**config.mk**
```make
export PLATFORM = sky130hd
export DESIGN_NAME = cyc_clk_halt_ctrl
export DESIGN_NICKNAME = d
export VERILOG_FILES = /design/src/rtl/cyc_halt_pkg.sv /design/src/rtl/cyc_sync.sv /design/src/rtl/cyc_divider.sv /design/src/rtl/cyc_reset_seq.sv /design/src/rtl/cyc_halt_fsm.sv /design/src/rtl/cyc_clk_halt_ctrl.sv
export SDC_FILE = /design/constraint.sdc
export NUM_CORES = 1
export LEC_CHECK = 0
export ABC_AREA = 1
export BUFFER_PORTS_ARGS = -buffer_cell sky130_fd_sc_hd__buf_2
export CELL_PAD_IN_SITES_DETAIL_PLACEMENT = 1
export CELL_PAD_IN_SITES_GLOBAL_PLACEMENT = 1
export CORE_AREA = 2 2 62 94
export CTS_CLUSTER_SIZE = 20
export DETAILED_ROUTE_END_ITERATION = 12
export DIE_AREA = 0 0 64 96
export PLACE_DENSITY = 0.84
export REMOVE_ABC_BUFFERS = 1
export SYNTH_ARGS = -nofsm -noshare
export SYNTH_HDL_FRONTEND = slang
export SYNTH_HIERARCHICAL = 1
export SYNTH_SLANG_ARGS = --single-unit
export TNS_END_PERCENT = 20
```
**constraint.sdc**
```tcl
create_clock -name clk -period 1.8 [get_ports clk]
set_input_delay 0 -clock clk [delete_from_list [all_inputs] [get_ports clk]]
set_output_delay 0 -clock clk [all_outputs]
set_load 0.01 [all_outputs]
```
**src/rtl/cyc_halt_pkg.sv**
```systemverilog
package cyc_halt_pkg;

  typedef enum logic [1:0] {
    OSC_XTAL    = 2'd0,
    OSC_EXT     = 2'd1,
    OSC_RC      = 2'd2,
    OSC_EXT_ALT = 2'd3
  } osc_mode_e;

  // Right shift applied to DIV_MAX: 0 -> full, 1 -> half, 2 -> quarter.
  function automatic logic [1:0] ratio_shift(input logic [1:0] mode,
                                             input logic [1:0] sel);
    if (osc_mode_e'(mode) == OSC_RC) return 2'd2;
    case (sel)
      2'd1:    return 2'd1;
      2'd2:    return 2'd2;
      default: return 2'd0;
    endcase
  endfunction

endpackage

```
**src/rtl/cyc_sync.sv**
```systemverilog
module cyc_sync #(
  parameter int STAGES = 2,
  parameter bit INIT   = 1'b0
) (
  input  logic clk,
  input  logic rst,
  input  logic d,
  output logic q
);
  logic [STAGES-1:0] sh;

  generate
    if (STAGES == 1) begin : g_one
      always_ff @(posedge clk) begin
        if (rst) sh <= INIT;
        else     sh <= d;
      end
    end else begin : g_chain
      always_ff @(posedge clk) begin
        if (rst) sh <= {STAGES{INIT}};
        else     sh <= {sh[STAGES-2:0], d};
      end
    end
  endgenerate

  assign q = sh[STAGES-1];
endmodule

```
**src/rtl/cyc_divider.sv**
```systemverilog
module cyc_divider #(
  parameter int DIV_MAX = 16,
  localparam int CW = $clog2(DIV_MAX)
) (
  input  logic          clk,
  input  logic          rst,
  input  logic          clear,
  input  logic          run,
  input  logic [CW-1:0] div_m1,
  output logic          cyc_en,
  output logic          sync_out
);
  logic [CW-1:0] cnt;
  logic [CW-1:0] half_m1;

  assign half_m1 = {1'b0, div_m1[CW-1:1]};

  always_ff @(posedge clk) begin
    if (rst || clear)  cnt <= '0;
    else if (run)      cnt <= (cnt == div_m1) ? '0 : cnt + 1'b1;
  end

  always_ff @(posedge clk) begin
    if (rst) begin
      cyc_en   <= 1'b0;
      sync_out <= 1'b0;
    end else begin
      cyc_en   <= run && (cnt == div_m1);
      sync_out <= run && (cnt <= half_m1);
    end
  end
endmodule

```
**src/rtl/cyc_reset_seq.sv**
```systemverilog
module cyc_reset_seq #(
  parameter int DIV_MAX        = 16,
  parameter int POR_CYCLES     = 2500,
  parameter int RST_MIN_CYCLES = 3,
  localparam int POR_MAX = POR_CYCLES * DIV_MAX,
  localparam int EXT_MAX = RST_MIN_CYCLES * DIV_MAX,
  localparam int PW      = $clog2(POR_MAX + 1),
  localparam int EW      = $clog2(EXT_MAX + 1)
) (
  input  logic       clk,
  input  logic       rst,
  input  logic       por_hold_en,
  input  logic       ext_low,
  input  logic [1:0] shift,
  output logic       rst_act
);
  logic [PW-1:0] por_cnt, por_lim;
  logic [EW-1:0] low_cnt, ext_lim;
  logic          por_busy;
  logic          ext_ok;

  assign por_lim = PW'(POR_MAX >> shift);
  assign ext_lim = EW'(EXT_MAX >> shift);
  assign ext_ok  = (low_cnt == ext_lim);

  // Power-on hold counted in input clocks.
  always_ff @(posedge clk) begin
    if (rst) begin
      por_busy <= por_hold_en;
      por_cnt  <= '0;
    end else if (por_busy) begin
      if (por_cnt == por_lim - 1'b1) por_busy <= 1'b0;
      else                           por_cnt  <= por_cnt + 1'b1;
    end
  end

  // Low-width qualifier for the external pin, saturating at the limit.
  always_ff @(posedge clk) begin
    if (rst || !ext_low)        low_cnt <= '0;
    else if (low_cnt != ext_lim) low_cnt <= low_cnt + 1'b1;
  end

  always_ff @(posedge clk) begin
    if (rst) rst_act <= 1'b1;
    else     rst_act <= por_busy || ext_ok;
  end
endmodule

```
**src/rtl/cyc_halt_fsm.sv**
```systemverilog
module cyc_halt_fsm
  import cyc_halt_pkg::*;
(
  input  logic       clk,
  input  logic       rst,
  input  logic       rst_act,
  input  logic [1:0] osc_mode,
  input  logic       halt_strobe,
  input  logic       pad_s,
  input  logic       drive_dly,
  output logic       halted,
  output logic       cont
);
  logic single_pin;
  logic pin_set;

  assign single_pin = (osc_mode_e'(osc_mode) != OSC_XTAL);
  // The pad is compared with the own drive delayed by the same stages.
  assign cont    = single_pin && halted  && !pad_s && drive_dly;
  assign pin_set = single_pin && !halted && pad_s  && !drive_dly;

  always_ff @(posedge clk) begin
    if (rst || rst_act)              halted <= 1'b0;
    else if (cont)                   halted <= 1'b0;
    else if (halt_strobe || pin_set) halted <= 1'b1;
  end
endmodule

```
**src/rtl/cyc_clk_halt_ctrl.sv**
```systemverilog
module cyc_clk_halt_ctrl
  import cyc_halt_pkg::*;
#(
  parameter int DIV_MAX        = 16,
  parameter int POR_CYCLES     = 2500,
  parameter int RST_MIN_CYCLES = 3,
  parameter int SYNC_STAGES    = 2,
  localparam int CW = $clog2(DIV_MAX)
) (
  input  logic       clk,
  input  logic       rst,
  input  logic [1:0] osc_mode,
  input  logic [1:0] div_sel,
  input  logic       por_hold_en,
  input  logic       ext_rst_n,
  input  logic       halt_strobe,
  input  logic       halt_pin_in,
  output logic       cyc_en,
  output logic       sync_out,
  output logic       halt_pin_out,
  output logic       rst_act
);
  logic          ext_rst_s, pad_s, drive_dly;
  logic          halted, cont, run;
  logic [1:0]    shift;
  logic [CW-1:0] div_m1;

  assign shift  = ratio_shift(osc_mode, div_sel);
  assign div_m1 = CW'((DIV_MAX >> shift) - 1);
  assign run    = !halted && !rst_act;

  cyc_sync #(.STAGES(SYNC_STAGES), .INIT(1'b1)) u_rst_sync (
    .clk(clk), .rst(rst), .d(ext_rst_n), .q(ext_rst_s));

  cyc_sync #(.STAGES(SYNC_STAGES), .INIT(1'b0)) u_pad_sync (
    .clk(clk), .rst(rst), .d(halt_pin_in), .q(pad_s));

  cyc_sync #(.STAGES(SYNC_STAGES), .INIT(1'b0)) u_drv_dly (
    .clk(clk), .rst(rst), .d(halted), .q(drive_dly));

  cyc_reset_seq #(
    .DIV_MAX(DIV_MAX), .POR_CYCLES(POR_CYCLES), .RST_MIN_CYCLES(RST_MIN_CYCLES)
  ) u_rst_seq (
    .clk(clk), .rst(rst), .por_hold_en(por_hold_en), .ext_low(!ext_rst_s),
    .shift(shift), .rst_act(rst_act));

  cyc_halt_fsm u_halt (
    .clk(clk), .rst(rst), .rst_act(rst_act), .osc_mode(osc_mode),
    .halt_strobe(halt_strobe), .pad_s(pad_s), .drive_dly(drive_dly),
    .halted(halted), .cont(cont));

  cyc_divider #(.DIV_MAX(DIV_MAX)) u_div (
    .clk(clk), .rst(rst), .clear(rst_act || cont), .run(run),
    .div_m1(div_m1), .cyc_en(cyc_en), .sync_out(sync_out));

  assign halt_pin_out = halted;
endmodule

```
After elaboration in Yosys (flattened, before gate mapping)
Index checks and enable logic that the tools add are counted.
{ "totals": {"ff_bits": 37, "out_inout_bits": 4} }
{ "op_classes": {"n_addsub": 5, "n_lt_le_gt_ge": 1, "n_eq_ne": 7, "shift": 3, "muxes": 8, "bitwise": 1, "n_reduce_logical": 22} }
{ "op_table": {"columns": ["cell", "count"], "rows": [
  ["16-bit by 1-bit adder with 16-bit output (second input constant)", 1],
  ["16-bit == test", 1],
  ["16-bit by 2-bit >> shifter with 16-bit output (first input constant)", 1],
  ["16-bit by 1-bit subtractor with 16-bit output (second input constant)", 1],
  ["1-bit logical AND", 9],
  ["6-bit by 1-bit adder with 6-bit output (second input constant)", 1],
  ["6-bit == test", 1],
  ["1-bit logical OR", 6],
  ["6-bit != test", 1],
  ["6-bit by 2-bit >> shifter with 6-bit output (first input constant)", 1],
  ["5-bit by 2-bit >> shifter with 4-bit output (first input constant)", 1],
  ["4-bit by 1-bit adder with 4-bit output (second input constant)", 1],
  ["2-bit == test (second input constant)", 2],
  ["4-bit == test", 1],
  ["4-bit by 3-bit <= comparator with 1-bit output", 1],
  ["1-bit logical NOT", 4],
  ["1-bit two-way mux", 4],
  ["2-bit two-way mux", 2],
  ["4-bit two-way mux", 1],
  ["2-bit case mux with 2 select lines", 1],
  ["4-bit by 2-bit subtractor with 4-bit output (second input constant)", 1],
  ["2-bit by 1-bit == test with 1-bit output (second input constant)", 1],
  ["2-bit AND reduction", 1],
  ["2-bit nonzero test", 1],
  ["other kinds (2)", 2]
]} }

Longest topological paths before layout
Gate-level depths: netlist (run 1).
{ "depth": {"depth_word": 9, "depth_mapped": 16, "ltp_nobuf": 15} }

Cells and area by module
The synthesis (run 1) kept the hierarchy.
{ "modules_own_cells": {"columns": ["module", "n_inst", "cells_each", "area_per_inst_um2"], "rows": [
  ["cyc_reset_seq", 1, 237, 1507.7],
  ["cyc_divider", 1, 68, 424.2],
  ["cyc_sync (u_drv_dly ...)", 2, 6, 55.1],
  ["cyc_halt_fsm", 1, 15, 77.6],
  ["cyc_clk_halt_ctrl", 1, 13, 58.8],
  ["cyc_sync (u_rst_sync)", 1, 7, 58.8]
]} }

Least setup slack after synthesis (run 1)
No wires, ideal clock.
{ "synth_timing": {"kind": "input to register", "from": "input port div_sel[0]", "to": "register u_rst_seq.por_cnt[5]", "arrival_ns": 1.443, "setup_slack_ns": 0.242, "path_stages": 15, "n_path_buf": 1, "path_cell_list": "inv_1 nor2_1 and2_1 inv_1 ha_1 inv_1 nand2_1 nand2_1 nor2_1 nand2_1 nor2_1 nand2_1 buf_4 a21oi_1 nor2_1"} }
{ "synth_via": {"elab_chain_cells": 8, "word_cells_on_any_way": 9, "classes_between": "1 x add/sub; 3 x eq/ne; 1 x shift; 2 x mux; 1 x bitwise; 1 x reduce/logical"} }
{ "synth_rtl": {"columns": ["element", "line", "source"], "rows": [
  ["start, declared", "cyc_clk_halt_ctrl.sv:13", "input logic [1:0] div_sel,"],
  ["2-bit == test / 2-bit by 1-bit == test with 1-bit output (equally long branches)", "cyc_halt_pkg.sv:14", "case (sel)"],
  ["2-bit case mux with 2 select lines *", "cyc_halt_pkg.sv:14", null],
  ["2-bit two-way mux *", "cyc_halt_pkg.sv:14", null],
  ["named net shift[0]", "cyc_clk_halt_ctrl.sv:25", "logic [1:0] shift;"],
  ["16-bit by 2-bit >> shifter with 16-bit output *", "cyc_reset_seq.sv:22", "assign por_lim = PW'(POR_MAX >> shift);"],
  ["16-bit by 1-bit subtractor with 16-bit output *", "cyc_reset_seq.sv:32", "if (por_cnt == por_lim - 1'b1) por_busy <= 1'b0;"],
  ["16-bit == test *", "cyc_reset_seq.sv:32", null],
  ["1-bit NOT (no line) *", null, null],
  ["2-bit AND reduction (no line) *", null, null],
  ["end signal, assigned", "cyc_reset_seq.sv:33", "else por_cnt <= por_cnt + 1'b1;"],
  ["end, declared", "cyc_reset_seq.sv:17", "logic [PW-1:0] por_cnt, por_lim;"]
]} }
The timed path passes the listed nets; every way through them passes the cells marked *.
A chain may end at the register's enable or synchronous reset.

Worst setup path after layout (run 1)
{ "layout_timing": {"from": "register u_rst_seq.por_cnt[0]", "to": "register u_rst_seq.por_cnt[10]"} }
{ "layout_via": {"elab_chain_cells": 3, "word_cells_on_any_way": 4, "classes_between": "1 x add/sub; 1 x eq/ne; 1 x bitwise; 1 x reduce/logical"} }
{ "layout_rtl": {"columns": ["element"], "rows": [
  ["branches (longest 3 deep; another with 16-bit by 1-bit adder with 16-bit output)"]
]} }
Several ways; the timed one is not identified.

==> run summary, run 1 <==
The run finished with clean final reports. The post-synthesis register bit count works out to 37. The library cell used most frequently in the layout, excluding fill and tap cells, is nand2_1. Along the worst path, the maximum fanout reaches 5.

The congestion estimate from routability-driven global placement came to 0.823. The first detailed-routing pass took 4 iterations. For the count of final max-slew check failures, the log shows 0. The die is 64 um wide.

TritonCTS created 5 clock buffers. The transition time of the tightest slew-check pin is 529 ps, and the leakage power total is 1.27 nW. Excluding fillers, the count of instances in the completed layout stands at 453. STA classifies the critical path endpoint as a flop. At the worst endpoint, the arrival time is 1800 ps. For the total number of nets in the final design, the log shows 405. The number of buffers on the longest clock path is 2, and the netlist area before placement is 2240 um^2.

For the global-route total usage across every layer, the log shows 20.6%. The detailed router placed 2192 vias in this run. The tools report the largest net degree at the start of global routing as 19.

The number of different library cells used by synthesis comes to 30. Count of H-tree levels built during CTS: 2. The number of endpoints with negative hold slack in the final report is 0. In this run the biggest area consumer among cell types represents 33.1% of the synthesized area.

The number of global-route vias before repair is 2338, and the total number of clock tree sinks is 37. The cell sitting at the root of the clock tree is a clkbuf_8. Number of vias per cell after detailed routing: 4.84.

During synthesis, Yosys emitted a total of 6 warnings. The total global routing overflow is 0, and the number of enable-type register cells in the synthesized netlist is 0. The run gives 0 as the count of final setup violators. Critical path start-end classification: flop to flop. Including well taps, the total number of placed cells is 443. Max-cap violations in this run came to 0. The largest area contributor in the synthesized netlist is dfxtp_1. The floorplan step defined a die boundary enclosing 6140 um^2.

The logs give 0 for the number of diodes and 33 for the number of cell rows. The detail route stage leaves a number of antenna-violating nets equal to 0. The type of element launching the critical path is a flop. The core region is 5330 um^2.

The design draws 1.67 mW. Measured against its own limit, the worst slew margin works out to 64.6%. The setup clock skew after layout came out at 5.03 ps. TritonCTS built the clock tree.

The primary flip-flop cell chosen by synthesis mapping is dfxtp_1. Leaving out fill and tap cells, the most frequent cells in the layout are nand2_1 (90), inv_1 (63), nor2_1 (47), dfxtp_1 (37), nand3_1 (30). From synthesis to final layout, the design area changed by 14.8%.

Post-synthesis area per instance: 6.36 um^2. The tightest min-delay check is of the input port to flop type. The run gives 0 as the initial antenna violation count. Dividing the detail-routed wire length by the instance count gives 12.5 um. Setup repair after global routing left no endpoint under its margin. For the worst-skew pair, the clock arrives at the later sink with an insertion delay of 290 ps. The tools report the first-pass GRT wire length as 9920 um. For this run, design rule violations remaining after detail routing come to 0. For this block, the routed nets add up to 5670 um of wire. Summing all multi-input logic gate instances after layout gives 1230 um^2. The final critical path time including I/O delays and setup came out at 1620 ps. The power per standard cell area was 651 nW/um^2; the share of async-settable or async-resettable flops after synthesis was 0%.

Measured along the y axis, the die boundary spans 96 um. The share of cells above drive strength 1 works out to 12.3%. The initial utilization of the core area, before any placement, comes to 42.0%. The fill cell instance count of the final layout came out at 739. The HPWL after detailed placement is 4380 um. After synthesis, the cell types taking the most area are dfxtp_1 (33%), nand2_1 (15%), inv_1 (11%), nor2_1 (8.1%), nand3_1 (6.9%).

Sequential cells were found to cover 33.1% of the synthesized design area. Of the available clock period, the critical path in the final layout requires 90.1%. The tools report the count of buffers added by post-CTS timing repair for setup as 0. Clock-pin slew was measured on the worst setup and hold paths at 70 ps. Synthesis handed over a netlist of 352 instances. In this run, the number of DRC markers left after iteration 0 of detailed routing was 55.

IR analysis of the VDD net gives a maximum drop of 0.459 mV. Pin placement for this block handled 14 I/O pins. The tools report the required arrival time at the worst endpoint as 1980 ps.

Based on the critical path, the design can be clocked at up to 617 MHz. During placement, the flow inserted port buffers numbering 13. Across the whole layout, storage elements account for 741 um^2.
## cell type report
| cell class | instances | area share [%] |
|---|---|---|
| inverters | 65 | 9.50 |
| repair buffers | 25 | 6.82 |
| well taps | 70 | 3.41 |
| clock buffers | 7 | 3.36 |
| multi-input cells | 249 | 48.1 |
| flip-flops and latches | 37 | 28.8 |
## Yosys cell counts (all sizes together), types with 2 or more instances
| cell | n |
|---|---|
| nand4 | 2 |
| dfxtp | 37 |
| o21ai | 8 |
| or2 | 3 |
| inv | 64 |
| buf | 5 |
| nand2 | 95 |
| nor3 | 7 |
| ha | 12 |
| nor2 | 53 |
| and2 | 3 |
| a21oi | 23 |
| nand3 | 33 |
## routing by layer
layer	up-vias	wire (um)	global-route usage (%)
li1	1133	-	-
met1	1032	2190	19.9
met2	17	3290	41.9
met3	10	82	2.81
met4	0	110	9.24
met5	-	0	0
## path summary, 6_finish.rpt
| kind | slack, ps | cells after the start | start | endpoint |
|---|---|---|---|---|
| worst min register to register | 410 | 2 | u_pad_sync/sh[0]$_SDFF_PP0_ | u_pad_sync/sh[1]$_SDFF_PP0_ |
| worst min-delay path | 40 | 4 | halt_strobe | u_halt/halted$_SDFFE_PP0P_ |
| worst max-delay path | 180 | 8 | u_rst_seq/por_cnt[0]$_SDFFE_PP0P_ | u_rst_seq/por_cnt[10]$_SDFFE_PP0P_ |
| worst max register to register | 180 | 8 | u_rst_seq/por_cnt[0]$_SDFFE_PP0P_ | u_rst_seq/por_cnt[10]$_SDFFE_PP0P_ |
## worst max-delay path, cell delays in order, from the launching register on
cell     delay [ps]
dfxtp_1         390
ha_1            200
nand2_2         110
nor3_4          250
nand3_2         170
nor2_1          190
nand3_1         100
nand2_1          70
nor2_1           40
## stage by stage
stage	setup WS, ps	hold WS (ps)	setup TNS (ps)	area (um^2)	utilization [%]
2_1_floorplan	108	66.9	0	2210	-
3_3_place_gp	-19.6	178	-29.0	2440	45.8
3_5_place_dp	-114	194	-1080	2440	45.8
4_1_cts	129	48.6	0	2560	48.0
5_1_grt	0.824	82.8	0	2570	48.2
6_report	178	43.0	0	2570	48.2
## registers in the layout, indices dropped and copies added (netlist names)
register and cells:
u_div/cnt 4, u_div/cyc_en 1, u_div/sync_out 1, u_drv_dly/sh 2
u_halt/halted 1, u_pad_sync/sh 2, u_rst_seq/low_cnt 6, u_rst_seq/por_busy 1
u_rst_seq/por_cnt 16, u_rst_seq/rst_act 1, u_rst_sync/sh 2
## where the power goes
part           internal, mW  switching (mW)
combinational        0.0891           0.131
sequential            0.837          0.0149
clock                 0.304           0.296
total                  1.23           0.442
## cell families after synthesis
logic type,count (synthesis),synth area share [%]
simple gates,198,39.2
flops,37,33.1
buf+inv,70,12.9
compound gates,33,7.55
fa+ha+maj,12,6.71
xor+xnor,1,0.392
other cells,1,0.168
## repair_timing
item,4_1_cts,5_1_grt
resized for setup,0,4
hold buffers,3,0
endpoints found under the hold margin,3,0
setup endpoints to repair,0,11
(Power assumes the default switching activity.)
==> run 2, diff against run 1 <==
--- a/config.mk
+++ b/config.mk
@@ -9,11 +9,11 @@
 export BUFFER_PORTS_ARGS = -buffer_cell sky130_fd_sc_hd__buf_2
 export CELL_PAD_IN_SITES_DETAIL_PLACEMENT = 1
 export CELL_PAD_IN_SITES_GLOBAL_PLACEMENT = 1
-export CORE_AREA = 2 2 62 94
+export CORE_AREA = 2 2 60 91
 export CTS_CLUSTER_SIZE = 20
 export DETAILED_ROUTE_END_ITERATION = 12
-export DIE_AREA = 0 0 64 96
-export PLACE_DENSITY = 0.84
+export DIE_AREA = 0 0 62 93
+export PLACE_DENSITY = 0.89
 export REMOVE_ABC_BUFFERS = 1
 export SYNTH_ARGS = -nofsm -noshare
 export SYNTH_HDL_FRONTEND = slang
==> constraint.sdc (replaced) <==
create_clock -name clk -period 2.1 [get_ports clk]
set_input_delay 0 -clock clk [delete_from_list [all_inputs] [get_ports clk]]
set_output_delay 0 -clock clk [all_outputs]
set_load 0.01 [all_outputs]
==> run summary, run 2 (synthesis results as in run 1) <==
The routed wire length per instance came out at 13.4 um. The endpoint of the worst register-to-register path is u_rst_seq/por_cnt[10]$_SDFFE_PP0P_. With fillers left out, the area of the finished cells amounts to 2540 um^2. The tools report the count of final setup violators as 0.

Of all nets on the critical path, the largest fanout is 5. The post-detailed-route count of antenna-violating nets is 0. Worst min-delay path startpoint: halt_strobe.

The number of design-rule violations left by the first detailed-router iteration was 43. Start of the worst register-to-register path: u_rst_seq/por_cnt[0]$_SDFFE_PP0P_. For the largest net degree at the start of global routing, the log shows 21. The data arrival time at the worst-slack endpoint is 1840 ps, and the number of global-route vias before repair is 2455.

Ranked by flip-flop count, first place goes to u_rst_seq/por_cnt. The first-pass GRT wire length is 10500 um, and the final-layout worst hold slack is 53.2 ps. STA classifies the critical path endpoint as a flop.

Area inside the core boundary: 5000 um^2. After detailed routing, the number of remaining DRC violations is 0. The tools report the total of max-cap violations as 0. Number of flip-flops under the largest register name: 16.

The required arrival time at the worst endpoint was 2300 ps. The congestion estimate from routability-driven global placement came to 0.809. CTS saw 37 sinks. The library cell used most frequently in the layout, excluding fill and tap cells, is nand2_1.

Clock tree synthesis inserted a total of 5 buffers. The tools report the maximum ir drop on the vdd rail as 0.438 mV. The depth of the worst hold-timing path was 4; the clock edge transition at the registers on the reported setup and hold paths was 80 ps.

The count of final max-slew check failures came out at 0. The number of buffers on the longest clock path came out at 2. The number of setup buffers added after CTS is 0.

Worst-case hold path end point: u_halt/halted$_SDFFE_PP0P_. At the later pin of the worst-skew pair, clock insertion delay measures 300 ps. The initial antenna violation count was 0; the number of input and output port buffers inserted was 13. Detailed-route wire length: 6010 um. The final critical path time including I/O delays and setup was 1650 ps; the half-perimeter wire length after placement was 4570 um.

The worst setup slack after placement is 198 ps, and the height of the die is 93 um. The number of endpoints with negative hold slack in the final report is 0, and the number of cell rows is 32. The critical path is of the flop to flop type.

Worst setup margin: 451 ps. TritonCTS built the clock tree. The logs give 14 for the top-level port count and 2 for the count of H-tree levels built during CTS. In the layout the commonest cells are nand2_1 (91), inv_1 (63), nor2_1 (48), dfxtp_1 (37), nand3_1 (31). The setup clock skew after layout is 6.67 ps.

The largest registers in the layout are u_rst_seq/por_cnt (16), u_rst_seq/low_cnt (6), u_div/cnt (4). The overall die width was 62 um; the post-cts hold buffer count was 3. The slack of the worst reg-to-reg path is 450 ps. Dividing the final minimum period by the clock period gives 78.5%. The tools report the die outline area as 5770 um^2. Detailed routing inserted a total of 2240 vias.

Number of cell instances on the worst register-to-register path: 8. Compared with the post-synthesis result, the final layout area differs by 13.4%. The flow ran to the end, and the final reports show no timing, DRC or antenna violations.

Setup repair after global routing left no endpoint under its margin. Initial core utilization: 44.7%. The number of vias per cell after detailed routing was 5.00; the share of cells above drive strength 1 was 10.8%.

The first detailed-routing pass took 4 iterations. In the final timing run, aggregate negative setup slack is 0 ps. In this run, post-CTS repair resized a total of 0 instances. Power spread over the standard cell area amounts to 604 nW/um^2. The tools report the leakage power total as 1.26 nW.

Summed over all layers, the global routing overflow is 0. The run gives 402 as the total number of nets in the final design. Once placement finished, the instance area stood at 2400 um^2. For this run, the top clock speed supported by timing is 606 MHz.

The class of the worst hold path is input port to flop. The repair_antennas step left the layout with diodes totalling 0. STA classifies the critical path startpoint as a flop. CTS placed an instance of clkbuf_8 at the clock tree root. The total power of the final layout is 1.53 mW, and the global-route total usage across every layer is 24.3%.
run 2: cell count changes in the layout (fill, tap and decap cells not counted), sizes merged:
cell	previous run	this run
buf	22	19
bufinv	0	1
clkinv	1	2
clkbuf	7	5
run 2: per-stage QoR:
step / instances / utilization [%]
floorplan: 351 / -
global placement: 438 / 48.0
detailed placement: 438 / 48.0
CTS: 448 / 50.7
global route: 448 / 50.7
finish: 448 / 50.7
run 2: worst max-delay path: stages, from the launching register on:
cell     delay (ps)
dfxtp_1         380
ha_1            180
nand2_1         140
nor3_4          260
nand3_2         170
nor2_1          190
nand3_1         110
nand2_1          70
nor2_1           30
run 2: area by class of cell:
| class | instances | area [um^2] |
|---|---|---|
| fillers | 688 | 2470 |
| multi-input cells | 249 | 1220 |
| flip-flops and latches | 37 | 741 |
| inverters | 65 | 244 |
| repair buffers | 22 | 140 |
| well taps | 68 | 85.1 |
| clock buffers | 5 | 68.8 |
| clock inverters | 2 | 35.0 |
run 2: worst max path at each step:
stage	start	to	cells past startpoint
after global placement	div_sel[1]	u_rst_seq/por_cnt[5]$_SDFFE_PP0P_	15
after CTS	u_rst_seq/por_cnt[0]$_SDFFE_PP0P_	u_rst_seq/por_cnt[10]$_SDFFE_PP0P_	8
after detailed placement	div_sel[0]	u_rst_seq/por_cnt[3]$_SDFFE_PP0P_	16
final	u_rst_seq/por_cnt[0]$_SDFFE_PP0P_	u_rst_seq/por_cnt[10]$_SDFFE_PP0P_	8
after floorplan	div_sel[0]	u_rst_seq/por_cnt[0]$_SDFFE_PP0P_	14
after global routing	div_sel[0]	u_rst_seq/por_cnt[2]$_SDFFE_PP0P_	16
run 2: layer usage:
layer	up-vias	global-route usage [%]	wire, um	part of all wire (%)
li1	1131	-	-	-
met1	1068	24.8	2280	38
met2	28	44.9	3440	57
met3	13	3.04	91	1.5
met4	0	12.6	194	3.2
met5	-	0	0	0
run 2: power by group:
group          switching, mW  internal, mW
Clock                  0.270         0.346
Combinational          0.114        0.0710
Sequential            0.0137         0.717
Total                  0.397          1.13
==> run 3, diff against run 2 <==
--- a/config.mk
+++ b/config.mk
@@ -9,11 +9,11 @@
 export BUFFER_PORTS_ARGS = -buffer_cell sky130_fd_sc_hd__buf_2
 export CELL_PAD_IN_SITES_DETAIL_PLACEMENT = 1
 export CELL_PAD_IN_SITES_GLOBAL_PLACEMENT = 1
-export CORE_AREA = 2 2 60 91
+export CORE_AREA = 2 2 66 99
 export CTS_CLUSTER_SIZE = 20
 export DETAILED_ROUTE_END_ITERATION = 12
-export DIE_AREA = 0 0 62 93
-export PLACE_DENSITY = 0.89
+export DIE_AREA = 0 0 68 101
+export PLACE_DENSITY = 0.79
 export REMOVE_ABC_BUFFERS = 1
 export SYNTH_ARGS = -nofsm -noshare
 export SYNTH_HDL_FRONTEND = slang
==> constraint.sdc (replaced) <==
create_clock -name clk -period 1.3 [get_ports clk]
set_input_delay 0 -clock clk [delete_from_list [all_inputs] [get_ports clk]]
set_output_delay 0 -clock clk [all_outputs]
set_load 0.01 [all_outputs]
==> run summary, run 3 (synthesis results as in run 1) <==
The run finished, with violations left. The final reports fail on setup timing. The tools report the leakage power total as 1.59 nW.

For the detailed-routing iteration count for the pre-antenna-repair pass, the log shows 4. Number of design-rule violations left by the first detailed-router iteration: 114. After detailed routing, the number of remaining DRC violations is 0.

Summed over all nets, the switching power comes to 748 uW. Counting flops per register, the top entry is u_rst_seq/por_cnt. The overall via count from detail_route was 2579; the number of input and output port buffers inserted was 13.

In this run the horizontal extent of the chip is 68 um. The class of the worst hold path was input port to flop. The tools report the total global routing overflow as 0. Max-cap violations in this run came to 0. The tools report the endpoint of the worst register-to-register path as u_rst_seq/por_cnt[3]$_SDFFE_PP0P_. The routed wire length per instance works out to 18.4 um. In this run switching power makes up 28.6% of total power. Along the worst path, the maximum fanout reaches 5. Total number of nets in the final design: 449. The run gives 0 as the number of diodes.

The run gives 2637 as the number of global-route vias before repair. In this run the register-to-register setup slack is -230 ps. The logs give 1530 ps for the required arrival time at the worst endpoint and 0.560 mV for the maximum ir drop on the vdd rail.

The final critical path time including I/O delays and setup came out at 1540 ps. The first-pass GRT wire length came out at 13000 um. The run gives 37 as the total number of clock tree sinks. The library cells used most frequently in the layout, excluding fill and tap cells, are nand2_1 (75), inv_1 (54), buf_4 (47), nor2_1 (35). The run gives 5.54 ps as the setup clock skew after layout. The largest net degree at the start of global routing is 18. In the global route stage, overall resource usage came out at 25.6%.

The share of cells above drive strength 1 is 40.0%, and the die outline area is 6870 um^2. The worst hold path begins at rst. Counting instances, the worst hold path has a depth of 3. The post-detailed-placement cell area is 2720 um^2, and the total internal power is 1.87 mW. Initial antenna violation count: 0. The count of nets left with antenna violations once routing finished came out at 0. The share of the clock period used by the worst path works out to 118%. TritonCTS built the clock tree.

The start of the worst register-to-register path is u_rst_seq/por_cnt[6]$_SDFFE_PP0P_. The later pin in the worst-skew pair is clocked with a latency of 290 ps. The worst hold path terminates at u_rst_sync/sh[1]$_SDFF_PP1_. The number of endpoints with negative hold slack in the final report was 0; the area added between synthesis and finish was 48.9%. The highest achievable clock rate was 650 MHz. The congestion estimate from routability-driven global placement came to 0.846.

Setup repair after global routing could not meet its margin everywhere. The final design area excluding fillers is 3330 um^2, and the clock edge transition at the registers on the reported setup and hold paths is 80 ps. The top-level port count was 14. The longest clock path from root to sink contains 2 buffers.

Number of buffers created by CTS: 5. The largest registers in the layout are u_rst_seq/por_cnt (16), u_rst_seq/low_cnt (6), u_div/cnt (4). Power spread over the standard cell area amounts to 786 nW/um^2.

The critical path start-end classification was input port to flop. The worst setup path is captured at a flop. The number of vias per cell after detailed routing is 5.14, and the clock network fraction of design power is 35.0%.

For this configuration, the core starts out at a cell density of 37.0%. Counting cells, the worst reg-to-reg path comes to 10. The final layout contains routed wiring with a total length of 9250 um. The register with the most flip-flops in the layout has 16 of them. The tools report the relative contribution of sequential cells to total power as 45.1%. The tools report the count of H-tree levels built during CTS as 2. Area inside the core boundary: 6040 um^2. The library cell used most frequently in the layout, excluding fill and tap cells, is nand2_1. The height of the die works out to 101 um.

The HPWL after detailed placement is 4900 um. For the count of final setup violators, the log shows 22. Worst setup slack after placement: -602 ps. The worst setup path is launched from an input port.

The worst setup margin is -239 ps, and the combinational share of power is 19.9%. The tree is rooted in a clkbuf_8. The count of final max-slew check failures was 0; the number of cell rows was 35.

After routing, the total negative slack on setup checks comes to -3200 ps. The run gives 1770 ps as the data arrival time at the worst-slack endpoint. The tools report the final-layout worst hold slack as 45.8 ps.
run 3: per-layer routing:
metal / vias to the layer above / routed length, um / global-route usage [%]
met2: 69 / 4990 / 48.2
met1: 1249 / 3490 / 27.5
met4: 0 / 525 / 11.2
met5: - / 0 / 0
met3: 37 / 242 / 2.46
li1: 1224 / - / -
run 3: worst max-delay path, stage by stage:
cell	delay (ps)
buf_6	90
inv_2	40
nand2_2	80
and2_4	190
inv_6	70
buf_6	100
ha_4	140
inv_2	40
nand2_2	60
nand2_2	60
nor2_2	100
nand2_1	80
nor2_2	130
nand2_4	130
clkbuf_16	180
nand3_1	80
nand2_1	80
nor2_1	90
run 3: timing repair:
| action | CTS | global route |
|---|---|---|
| buffers inserted | 1 | 4 |
| pin swaps | 20 | 24 |
| resized for setup | 65 | 48 |
| cloned | 2 | 1 |
| endpoints found under the hold margin | 3 | 0 |
| setup endpoints to repair | 23 | 26 |
| hold buffers | 3 | 0 |
run 3: power groups by stage:
stage	Sequential, mW	Combinational, mW	Clock, mW
4_1_cts	1.18	0.431	0.938
2_1_floorplan	1.21	0.181	0
5_1_grt	1.18	0.563	0.999
6_report	1.18	0.520	0.915
3_5_place_dp	1.20	0.359	0
3_3_place_gp	1.20	0.339	0
run 3: cell type report:
type / count / area [um^2]
fill: 759 / 2710
multi-input combinational: 249 / 1540
sequential: 37 / 759
timing repair buffer: 69 / 583
inverter: 65 / 251
clock buffer: 7 / 96.3
tap: 74 / 92.6
clock inverter: 1 / 5.00
run 3: worst max-delay path by stage:
stage / slack (ps) / cells after the start / from / to
after floorplan: -390 / 14 / div_sel[0] / u_rst_seq/por_cnt[0]$_SDFFE_PP0P_
after global placement: -520 / 15 / div_sel[1] / u_rst_seq/por_cnt[0]$_SDFFE_PP0P_
after detailed placement: -600 / 15 / div_sel[1] / u_rst_seq/por_cnt[2]$_SDFFE_PP0P_
after CTS: -130 / 10 / u_rst_seq/por_cnt[1]$_SDFFE_PP0P_ / u_rst_seq/por_cnt[1]$_SDFFE_PP0P_
after global routing: -360 / 11 / u_rst_seq/por_cnt[6]$_SDFFE_PP0P_ / u_rst_seq/por_cnt[3]$_SDFFE_PP0P_
final: -240 / 18 / osc_mode[0] / u_rst_seq/por_cnt[3]$_SDFFE_PP0P_
run 3: through the flow:
| step | utilization [%] | power (mW) | instances |
|---|---|---|---|
| 6_report | 55.1 | 2.62 | 502 |
| 3_3_place_gp | 44.9 | 1.54 | 483 |
| 2_1_floorplan | - | 1.39 | 351 |
| 5_1_grt | 55.1 | 2.75 | 502 |
| 4_1_cts | 51.8 | 2.55 | 497 |
| 3_5_place_dp | 44.9 | 1.56 | 483 |
